### src/rtl/sar_pkg.sv
package sar_pkg;
  typedef enum logic [1:0] {
    ST_IDLE,
    ST_SAMPLE,
    ST_CONV
  } sar_state_e;
endpackage

### src/rtl/sar_warmup.sv
module sar_warmup #(
  parameter int SETTLE_CYC = 250
) (
  input  logic clk_i,
  input  logic rst_ni,
  input  logic en_i,
  output logic warm_o
);
  localparam int CW = $clog2(SETTLE_CYC + 1);

  logic [CW-1:0] cnt_q;

  assign warm_o = (cnt_q == CW'(SETTLE_CYC));

  always_ff @(posedge clk_i or negedge rst_ni) begin
    if (!rst_ni)            cnt_q <= '0;
    else if (!en_i)         cnt_q <= '0;
    else if (!warm_o)       cnt_q <= cnt_q + CW'(1);
  end

  AST_WARM_NEEDS_EN: assert property (@(posedge clk_i) disable iff (!rst_ni)
    !en_i |=> !warm_o) else $error("warm without enable");
endmodule

### src/rtl/sar_reg.sv
module sar_reg #(
  parameter int RES = 10
) (
  input  logic           clk_i,
  input  logic           rst_ni,
  input  logic           load_i,
  input  logic           step_i,
  input  logic           cmp_i,
  output logic [RES-1:0] trial_o,
  output logic [RES-1:0] final_o,
  output logic           last_o
);
  localparam int IW = $clog2(RES);

  logic [RES-1:0] code_q, nxt;
  logic [IW-1:0]  idx_q;

  assign trial_o = code_q;
  assign last_o  = (idx_q == '0);

  always_comb begin
    final_o        = code_q;
    final_o[idx_q] = cmp_i;   // keep bit when input >= tap
    nxt            = final_o;
    if (idx_q != '0) nxt[idx_q - IW'(1)] = 1'b1;
  end

  always_ff @(posedge clk_i or negedge rst_ni) begin
    if (!rst_ni) begin
      code_q <= '0;
      idx_q  <= '0;
    end else if (load_i) begin
      code_q <= {1'b1, {(RES-1){1'b0}}};
      idx_q  <= IW'(RES-1);
    end else if (step_i) begin
      code_q <= nxt;
      if (idx_q != '0) idx_q <= idx_q - IW'(1);
    end
  end

  AST_FIRST_TRIAL: assert property (@(posedge clk_i) disable iff (!rst_ni)
    load_i |=> trial_o == {1'b1, {(RES-1){1'b0}}}) else $error("bad first trial");
  AST_HIGH_BITS_KEPT: assert property (@(posedge clk_i) disable iff (!rst_ni)
    (step_i && !last_o && !load_i) |=> trial_o[RES-1] == $past(final_o[RES-1])) else $error("msb lost");
endmodule

### src/rtl/sar_adc_seq.sv
module sar_adc_seq
  import sar_pkg::*;
#(
  parameter int RES        = 10,
  parameter int RES_W      = 16,
  parameter int HI_W       = 8,
  parameter int CH_W       = 3,
  parameter int CT_W       = 3,
  parameter int SETTLE_CYC = 250,
  parameter int SMP_BASE   = 4,
  parameter int BIT_BASE   = 2
) (
  input  logic             clk_i,
  input  logic             rst_ni,
  input  logic             en_i,
  input  logic             run_i,
  input  logic [CH_W-1:0]  ch_i,
  input  logic [CT_W-1:0]  ctime_i,
  input  logic             cmp_i,
  output logic [CH_W-1:0]  ch_sel_o,
  output logic             sample_o,
  output logic [RES-1:0]   dac_code_o,
  output logic [RES_W-1:0] result_o,
  output logic [HI_W-1:0]  result_hi_o,
  output logic             eoc_o
);
  localparam int MAX_BASE = (SMP_BASE > BIT_BASE) ? SMP_BASE : BIT_BASE;
  localparam int MAX_LEN  = MAX_BASE * (1 << CT_W);
  localparam int PH_W     = $clog2(MAX_LEN + 1);
  localparam int PAD      = RES_W - RES;

  sar_state_e       st_q;
  logic [PH_W-1:0]  cnt_q, smp_len_in, bit_len_q;
  logic [CH_W-1:0]  ch_q;
  logic [CT_W-1:0]  ct_q;
  logic [RES_W-1:0] res_q;
  logic [HI_W-1:0]  hi_q;
  logic             eoc_q;
  logic             warm_w, abort_w, go_w, load_w, step_w, last_w;
  logic [RES-1:0]   trial_w, final_w;

  sar_warmup #(.SETTLE_CYC(SETTLE_CYC)) u_warm (
    .clk_i (clk_i), .rst_ni(rst_ni), .en_i(en_i), .warm_o(warm_w)
  );

  sar_reg #(.RES(RES)) u_sar (
    .clk_i  (clk_i),
    .rst_ni (rst_ni),
    .load_i (load_w),
    .step_i (step_w),
    .cmp_i  (cmp_i),
    .trial_o(trial_w),
    .final_o(final_w),
    .last_o (last_w)
  );

  assign smp_len_in = PH_W'(SMP_BASE) * (PH_W'(ctime_i) + PH_W'(1));
  assign bit_len_q  = PH_W'(BIT_BASE) * (PH_W'(ct_q) + PH_W'(1));

  assign abort_w = !run_i || !en_i;
  assign go_w    = run_i && en_i && warm_w;
  assign load_w  = (st_q == ST_SAMPLE) && (cnt_q == '0) && !abort_w;
  assign step_w  = (st_q == ST_CONV)   && (cnt_q == '0) && !abort_w;

  always_ff @(posedge clk_i or negedge rst_ni) begin
    if (!rst_ni) begin
      st_q  <= ST_IDLE;
      cnt_q <= '0;
      ch_q  <= '0;
      ct_q  <= '0;
      res_q <= '0;
      hi_q  <= '0;
      eoc_q <= 1'b0;
    end else begin
      eoc_q <= 1'b0;
      unique case (st_q)
        ST_IDLE: if (go_w) begin
          st_q  <= ST_SAMPLE;
          ch_q  <= ch_i;
          ct_q  <= ctime_i;
          cnt_q <= smp_len_in - PH_W'(1);
        end
        ST_SAMPLE: begin
          if (abort_w)              st_q <= ST_IDLE;
          else if (cnt_q == '0) begin
            st_q  <= ST_CONV;
            cnt_q <= bit_len_q - PH_W'(1);
          end else                  cnt_q <= cnt_q - PH_W'(1);
        end
        ST_CONV: begin
          if (abort_w)              st_q <= ST_IDLE;
          else if (cnt_q != '0)     cnt_q <= cnt_q - PH_W'(1);
          else if (!last_w)         cnt_q <= bit_len_q - PH_W'(1);
          else begin
            // done: latch and re-arm straight into sampling
            res_q <= {final_w, {PAD{1'b0}}};
            hi_q  <= final_w[RES-1 -: HI_W];
            eoc_q <= 1'b1;
            st_q  <= ST_SAMPLE;
            ch_q  <= ch_i;
            ct_q  <= ctime_i;
            cnt_q <= smp_len_in - PH_W'(1);
          end
        end
        default: st_q <= ST_IDLE;
      endcase
    end
  end

  assign ch_sel_o    = ch_q;
  assign sample_o    = (st_q == ST_SAMPLE);
  assign dac_code_o  = trial_w;
  assign result_o    = res_q;
  assign result_hi_o = hi_q;
  assign eoc_o       = eoc_q;

  AST_EOC_PULSE: assert property (@(posedge clk_i) disable iff (!rst_ni)
    eoc_o |=> !eoc_o) else $error("eoc longer than one cycle");
  AST_RESULT_QUIET: assert property (@(posedge clk_i) disable iff (!rst_ni)
    !eoc_o |-> $stable(result_o) && $stable(result_hi_o)) else $error("result moved without eoc");
  AST_HI_MATCH: assert property (@(posedge clk_i) disable iff (!rst_ni)
    eoc_o |-> result_hi_o == result_o[RES_W-1 -: HI_W]) else $error("high byte mismatch");
  AST_ABORT_IDLE: assert property (@(posedge clk_i) disable iff (!rst_ni)
    abort_w |=> !sample_o && !eoc_o) else $error("no abort");
  AST_NO_COLD_SAMPLE: assert property (@(posedge clk_i) disable iff (!rst_ni)
    $rose(sample_o) |-> $past(warm_w)) else $error("sampling before settle");
  AST_CH_HELD: assert property (@(posedge clk_i) disable iff (!rst_ni)
    (st_q == ST_CONV && $past(st_q) == ST_CONV) |-> $stable(ch_sel_o)) else $error("channel moved mid conversion");
endmodule

### config.mk
export PLATFORM = sky130hd
export DESIGN_NAME = sar_adc_seq
export DESIGN_NICKNAME = d
export VERILOG_FILES = /design/src/rtl/sar_pkg.sv /design/src/rtl/sar_warmup.sv /design/src/rtl/sar_reg.sv /design/src/rtl/sar_adc_seq.sv
export SDC_FILE = /design/constraint.sdc
export NUM_CORES = 1
export LEC_CHECK = 0
export BUFFER_PORTS_ARGS = -buffer_cell sky130_fd_sc_hd__buf_2
export CELL_PAD_IN_SITES_DETAIL_PLACEMENT = 2
export CELL_PAD_IN_SITES_GLOBAL_PLACEMENT = 2
export CORE_MARGIN = 1.5
export CORE_UTILIZATION = 35
export CTS_BUF_LIST = sky130_fd_sc_hd__clkbuf_4 sky130_fd_sc_hd__clkbuf_8
export DETAILED_ROUTE_END_ITERATION = 10
export PLACE_DENSITY_LB_ADDON = 0.1
export RECOVER_POWER = 50
export SKIP_LAST_GASP = 1
export SYNTH_ARGS = -nofsm -noshare
export SYNTH_HDL_FRONTEND = slang
export SYNTH_SLANG_ARGS = --single-unit
### constraint.sdc
create_clock -name clk_i -period 3.35 [get_ports clk_i]
set_input_delay 0.1675 -clock clk_i [delete_from_list [all_inputs] [get_ports clk_i]]
set_output_delay 0.1675 -clock clk_i [all_outputs]
set_load 0.03 [all_outputs]
==> metrics, run 1 <==
Ys Warns=0; Post-CTS Setup Repair Bufs=0; Tmin final=2.68 ns; mapped cell area=2990 um^2; die height=~95 um; # setup viols final=0; Setup Crit Path Kind=register to register; Hold Buf Count CTS=1; failing checks=capacitance limit, slew limit; Pwr Density=344 nW/um^2; Yosys reg bits=47; Initial Util=36.3%; placed insts=447; P_leak=1.44 nW; TNS Setup=0 ns; GRT Resource Usage Total=between 10% and 20%; GR peak layer=met2; Wirelength per Cell=18.4 um; worst skew pair latency=0.30 ns; XOR/XNOR Fraction of Synth Area=2.34%; Worst-path clk slew=0.09 ns; count leader, synth=dfrtp_1; fraction of layout cells with a size suffix above 1=12.8%; run status=complete, but fails checks; Max VDD drop=roughly 0.00014 V; hold path cells=2; port bufs=43; total power=around 1.1 mW; Netlist cell types=slightly below 60; overall die area=9120 um^2; CTS H-tree lvls=2; Ports=50; fmax=0.373 GHz; Layout area overhead=10.1%; Hold Startpoint=ch_i[2]; Root Buffer=clkbuf_8; grt met3 use=2.87%; post-synthesis sequential area ratio=39.3%; Least-Margin Pin Slew=2.04 ns; Antenna Cells=0; Post-Synth Simple-Gate Area=18.5%; RSZ-0062 raised after global routing=false; critical path required time=about 3.6 ns; worst endpoint data arrival time=2.88 ns; Commonest cells post-synth=dfrtp_1 (47), nand2_1 (33), o21ai_0 (30); Hold Vio Cnt, Final=0; CTS max path bufs=2; Via Count=2471; Startpoint Class=register; Core ar.=8260 um^2; initial DRC count=between 40 and 50; asr flop ratio synth=100%; initial antenna violation count=0; fin nets=376; Vias/cell=5.42; proportion of synthesized area in mux cells=7.52%; compound-gate portion of the synthesized area=18.3%; largest area contributor in the netlist=dfrtp_1; Die X=95.5 um; syn_area_per_cell=9.39 um^2; row cnt=33; fill cell count=968; number of CTS-inserted buffers=5; met2 usage=roughly 35%; number of synthesized flops with an enable pin=0; DR DRC count=0; Synth area leaders=dfrtp_1 (39%), ha_1 (6.3%), o21ai_0 (5.0%); final period utilization=80.0%; hpwl dp=6.28 mm; post-route ant nets=0; Final Core Density=between 30% and 40%; Worst slew margin=-35.8%; Top FF cell, synth=dfrtp_1; max-slew violations=36; CTS sink cnt=47; Adder-Cell Fraction of Synth Area=6.27%; non-filler instance count after layout=456; R2R depth=7; Total Wirelength=approximately 8.4 mm; post-cts sizing count=0; GP Congestion=0.771; max-cap violations=1; Synth top area share=39.3%; grt ovf=0; Detailed Routing Iterations Pass 1=4; first-pass GRT wire length=13.6 mm; largest net degree at the start of global routing=36; met1 Track Usage GR=approximately 25%; worst r2r src=u_sar.idx_q[0]; Worst Skew=0.00529 ns; main combinational cell family by area after synthesis=simple AND/OR/NAND/NOR gates; number of global-route vias before repair=2586; Worst Hold Class=input pin to register; CP Max Fanout=9; nature of the critical path endpoint=register; CTS tree=built; Setup crit start=u_sar.idx_q[0]; post-synthesis instance total=roughly 320
cells in the final DEF, fill, tap and decap left out, types with 3 or more instances in the layout:
cell and instances:
nor2_1 11, nor3_1 3, mux2_2 4, buf_4 3, a21boi_0 8, inv_1 14
or3_1 3, o31ai_1 5, xnor2_1 8, nor2b_1 5, a31oi_1 6, mux2_4 6
mux2i_1 9, o21ai_0 30, nand3_1 6, dfrtp_1 47, conb_1 6, nand2_1 33
ha_1 15, and2_1 5, nand2b_1 4, o22ai_1 3, or3b_2 3, a21oi_1 18
or2_2 3, nor3b_1 3, clkbuf_1 33, buf_2 10, clkbuf_8 6
logic make-up (layout without fill, tap and decap cells):
family                     count (synthesis)  after routing
AOI/OAI and AO/OA                         88             88
xor gates and xnor gates                   8              8
adders and majority gates                 15             15
buffers and inverters                     42             69
DFF                                       47             47
muxes                                     19             19
other                                      1              6
and+or+nand+nor                           99             99
per-stage QoR:
stage,instance area (um^2),setup slack [ns],hold slack (ns)
global placement,3210,0.760,0.322
CTS,3340,0.653,0.0746
finish,3300,0.669,0.0884
floorplan,3010,0.914,-0.128
global route,3300,0.523,0.0738
detailed placement,3210,0.670,0.322
worst max-delay path: stages, from the launching register on:
cell and delay (ns):
dfrtp_1 0.45, inv_1 0.17, ha_1 0.34, or3b_2 0.58, nor3_4 0.22, nor2_2 0.08
nor3_4 0.39, mux2_4 0.34
state kept, by name, indices dropped and copies added (netlist names), 3 cells and up:
signal	count
u_sar.idx_q	4
cnt_q	6
ct_q	3
ch_sel_o	3
u_sar.trial_o	10
u_warm.cnt_q	8
result_hi_o	8
where the power goes:
part | switching, mW | internal [mW]
registers | 0.00938 | 0.574
logic | 0.0629 | 0.0339
clock network | 0.208 | 0.246
layout make-up:
class	instances	area (um^2)	share of cell area, %
Clock inverter	2	38.8	1.18
Inverter	14	52.6	1.59
Sequential cell	47	1180	35.7
Clock buffer	6	82.6	2.51
Timing Repair Buffer	47	206	6.26
Tap cell	105	131	3.99
Multi-Input combinational cell	235	1610	48.8
metal layers:
layer  wire length, um  vias to the layer above  share of wire, %
li1                  -                     1180                 -
met5                 0                        -                 0
met2              4280                       44                51
met4               111                        0               1.3
met1              3760                     1239                45
met3               254                        8               3.0
path summary, 6_finish.rpt:
path                                    endpoint  slack [ns]
worst max-delay path                 ch_sel_o[0]        0.67
worst min-delay path                 ch_sel_o[2]        0.09
worst max register to register       ch_sel_o[0]        0.67
worst min register to register       result_o[6]        0.48
max in group asynchronous               cnt_q[5]        1.21
min in group asynchronous       u_sar.trial_o[8]        0.98
(Power assumes the default switching activity.)
==> inputs of run 2 (changes only) <==
--- a/config.mk
+++ b/config.mk
@@ -9,7 +9,7 @@
 export CELL_PAD_IN_SITES_DETAIL_PLACEMENT = 2
 export CELL_PAD_IN_SITES_GLOBAL_PLACEMENT = 2
 export CORE_MARGIN = 1.5
-export CORE_UTILIZATION = 35
+export CORE_UTILIZATION = 33
 export CTS_BUF_LIST = sky130_fd_sc_hd__clkbuf_4 sky130_fd_sc_hd__clkbuf_8
 export DETAILED_ROUTE_END_ITERATION = 10
 export PLACE_DENSITY_LB_ADDON = 0.1
==> constraint.sdc (replaced) <==
create_clock -name clk_i -period 2.38 [get_ports clk_i]
set_input_delay 0.119 -clock clk_i [delete_from_list [all_inputs] [get_ports clk_i]]
set_output_delay 0.119 -clock clk_i [all_outputs]
set_load 0.03 [all_outputs]
==> run 2 against run 1 <==
  * The run now ends clean
  * Setup slack lost 0.53 ns
  * Final cell count grew 4.4%
  * Global-route usage shrank 0.69 points
  * Clock-buffer cell count grew 1
  * Critical endpoint is now cnt_q[2]
==> metrics, run 2 (same netlist as run 1, synthesis figures left out) <==
run status=finished clean; port bufs=43 (unchanged); most common cell after layout, fill and taps aside=dfrtp_1; Setup Crit Path Kind=register to register; die height=98.3 um (+2.9%); fraction of layout cells with a size suffix above 1=17.9% (+5.1 points); max reg flops=10 (unchanged); Layout area overhead=15.0%; Detailed Routing Iterations Pass 1=4 (unchanged); placed cell areas=3340 um^2 (+4.3%); hpwl dp=6.76 mm (+7.7%); Worst Hold Class=input pin to register; sequential share of power=53.7% (+2.3 points); critical path required time=2.58 ns (-0.97 ns); Final Core Density=39.3% (-0.63 points); Initial Util=34.2% (-2.1 points); number of CTS-inserted buffers=5 (unchanged); Worst Skew=0.00251 ns (-0.00278 ns); total power=1.53 mW (+35%); Core ar.=8760 um^2 (+6.1%); row cnt=34 (+3.0%); Critical R2R Capture=cnt_q[2]; # setup viols final=0 (unchanged); Hold Vio Cnt, Final=0 (unchanged); hold path cells=2 (unchanged); Hold Startpoint=ch_i[0]; GP Congestion=0.832 (+7.8%); Int Pwr=1.12 mW (+32%); nature of the critical path endpoint=register; Logic pwr share=9.5% (+1.0 points); worst endpoint data arrival time=2.44 ns (-0.44 ns); Setup crit start=u_sar.idx_q[1]; worst skew pair latency=0.31 ns (about the same); fin area=3440 um^2 (+4.4%); grt ovf=0 (unchanged); fin nets=393 (+4.5%); worst r2r src=u_sar.idx_q[1]; overall die area=9650 um^2 (+5.9%); max incr delay on CP=0.54 ns (-0.04 ns); Switching Fraction=26.3% (+1.6 points); sw power=402 uW (+44%); Pwr Density=444 nW/um^2 (+29%); Worst Hold End=ch_sel_o[0]; Worst-path clk slew=0.09 ns (about the same); Least-Margin Pin Slew=0.970 ns (-1.07 ns); clock network fraction of design power=36.8% (-3.2 points); CTS tree=built; flop2flop setup slack=0.14 ns (-0.53 ns); Max VDD drop=0.000275 V (+94%); CP cell instances=inv_1 > ha_4 > or3b_2 > a21oi_1 > o32ai_1 > a21oi_1 > o22ai_1; M1 WL=4.06 mm (+8.1%); max-slew violations=0 (-100%); P_leak=1.52 nW (+5.8%); CTS sink cnt=47 (unchanged); Total Wirelength=8.77 mm (+4.3%); CTS max path bufs=2 (unchanged); RSZ-0062 raised after global routing=true; fmax=0.446 GHz (+20%); final period utilization=94.1% (+14 points); R2R depth=7 (unchanged); CP Max Fanout=6 (-3); Die X=98.3 um (+2.9%); Antenna Cells=0 (unchanged); post-route ant nets=0 (unchanged); Tmin final=2.24 ns (-0.441 ns); Worst slew margin=35.3% (+71 points); CTS H-tree lvls=2 (unchanged); DR DRC count=0 (unchanged); Slowest cell on crit path=or3b_2; GRT Resource Usage Total=19.0% (-0.69 points); initial DRC count=63 (+31%); cell repeated most along the worst path=a21oi_1; Startpoint Class=register; Ports=50 (unchanged); Wirelength per Cell=18.4 um (about the same); initial antenna violation count=0 (unchanged); Via Count=2510 (+1.6%); Vias/cell=5.27 (-2.7%); metal2 WL=4.35 mm (+1.7%); top layer in use=met4; metal3 WL=212 um (-17%); fill cell count=1024 (+5.8%); Bufs and invs on worst path=1 (unchanged); number of global-route vias before repair=2770 (+7.1%); max-cap violations=0 (-1); first-pass GRT wire length=14.5 mm (+6.6%); most frequent cells in the layout=dfrtp_1 (47), nand2_1 (33), clkbuf_1 (32); largest net degree at the start of global routing=36 (unchanged); Top delay family on crit path=compound AO/OA/AOI/OAI gates; Root Buffer=clkbuf_8
run 2: cell count changes in the layout (fill, tap and decap cells not counted), sizes merged:
cell      previous run  this run
inv                 15        14
clkinvlp             0         1
buf                 13        30
bufinv               1         0
clkbuf              39        40
run 2: timing repair:
| item | CTS | global route |
|---|---|---|
| hold endpoints to repair | 33 | 0 |
| gates resized for setup | 0 | 3 |
| hold buffers | 1 | 0 |
| endpoints found under the setup margin | 0 | 8 |
| setup buffers | 0 | 1 |
run 2: final cells by class:
| cell class | count | area (um^2) | area share [%] |
|---|---|---|---|
| Multi-Input combinational cell | 235 | 1630 | 47.3 |
| Sequential cell | 47 | 1180 | 34.2 |
| Timing Repair Buffer | 64 | 348 | 10.1 |
| Tap cell | 108 | 135 | 3.93 |
| Clock buffer | 7 | 96.3 | 2.80 |
| Inverter | 14 | 52.6 | 1.53 |
| Clock inverter | 1 | 7.51 | 0.218 |
run 2: per-stage QoR:
| stage | instances | hold slack, ns | worst slack, ns | TNS (ns) |
|---|---|---|---|---|
| after CTS | 475 | 0.0278 | 0.00231 | 0 |
| after global routing | 476 | 0.0390 | -0.00892 | -0.00892 |
| after global placement | 466 | 0.269 | 0.0766 | 0 |
| after floorplan | 324 | -0.177 | 0.0232 | 0 |
| after detailed placement | 466 | 0.288 | 0.0195 | 0 |
| final | 476 | 0.0375 | 0.140 | 0 |
run 2: how the worst max path moves through the flow:
stage	cells after the start	end	slack, ns
after detailed placement	7	ct_q[1]	0.02
after global placement	9	cnt_q[5]	0.08
after floorplan	8	ch_sel_o[0]	0.02
final	7	cnt_q[2]	0.14
after global routing	8	u_sar.trial_o[0]	-0.009
after CTS	7	ch_sel_o[1]	0.002
run 2: power groups by stage:
stage          registers [mW]  clock network [mW]  logic [mW]
2_1_floorplan           0.837                   0      0.0915
3_3_place_gp            0.835                   0       0.142
3_5_place_dp            0.835                   0       0.148
4_1_cts                 0.820               0.580       0.149
5_1_grt                 0.822               0.605       0.163
6_report                0.820               0.563       0.145
run 2: routing by layer:
layer	GRT usage (%)	vias up
met5	0	-
li1	-	1206
met2	33.7	31
met1	24.2	1263
met4	5.53	0
met3	2.51	10
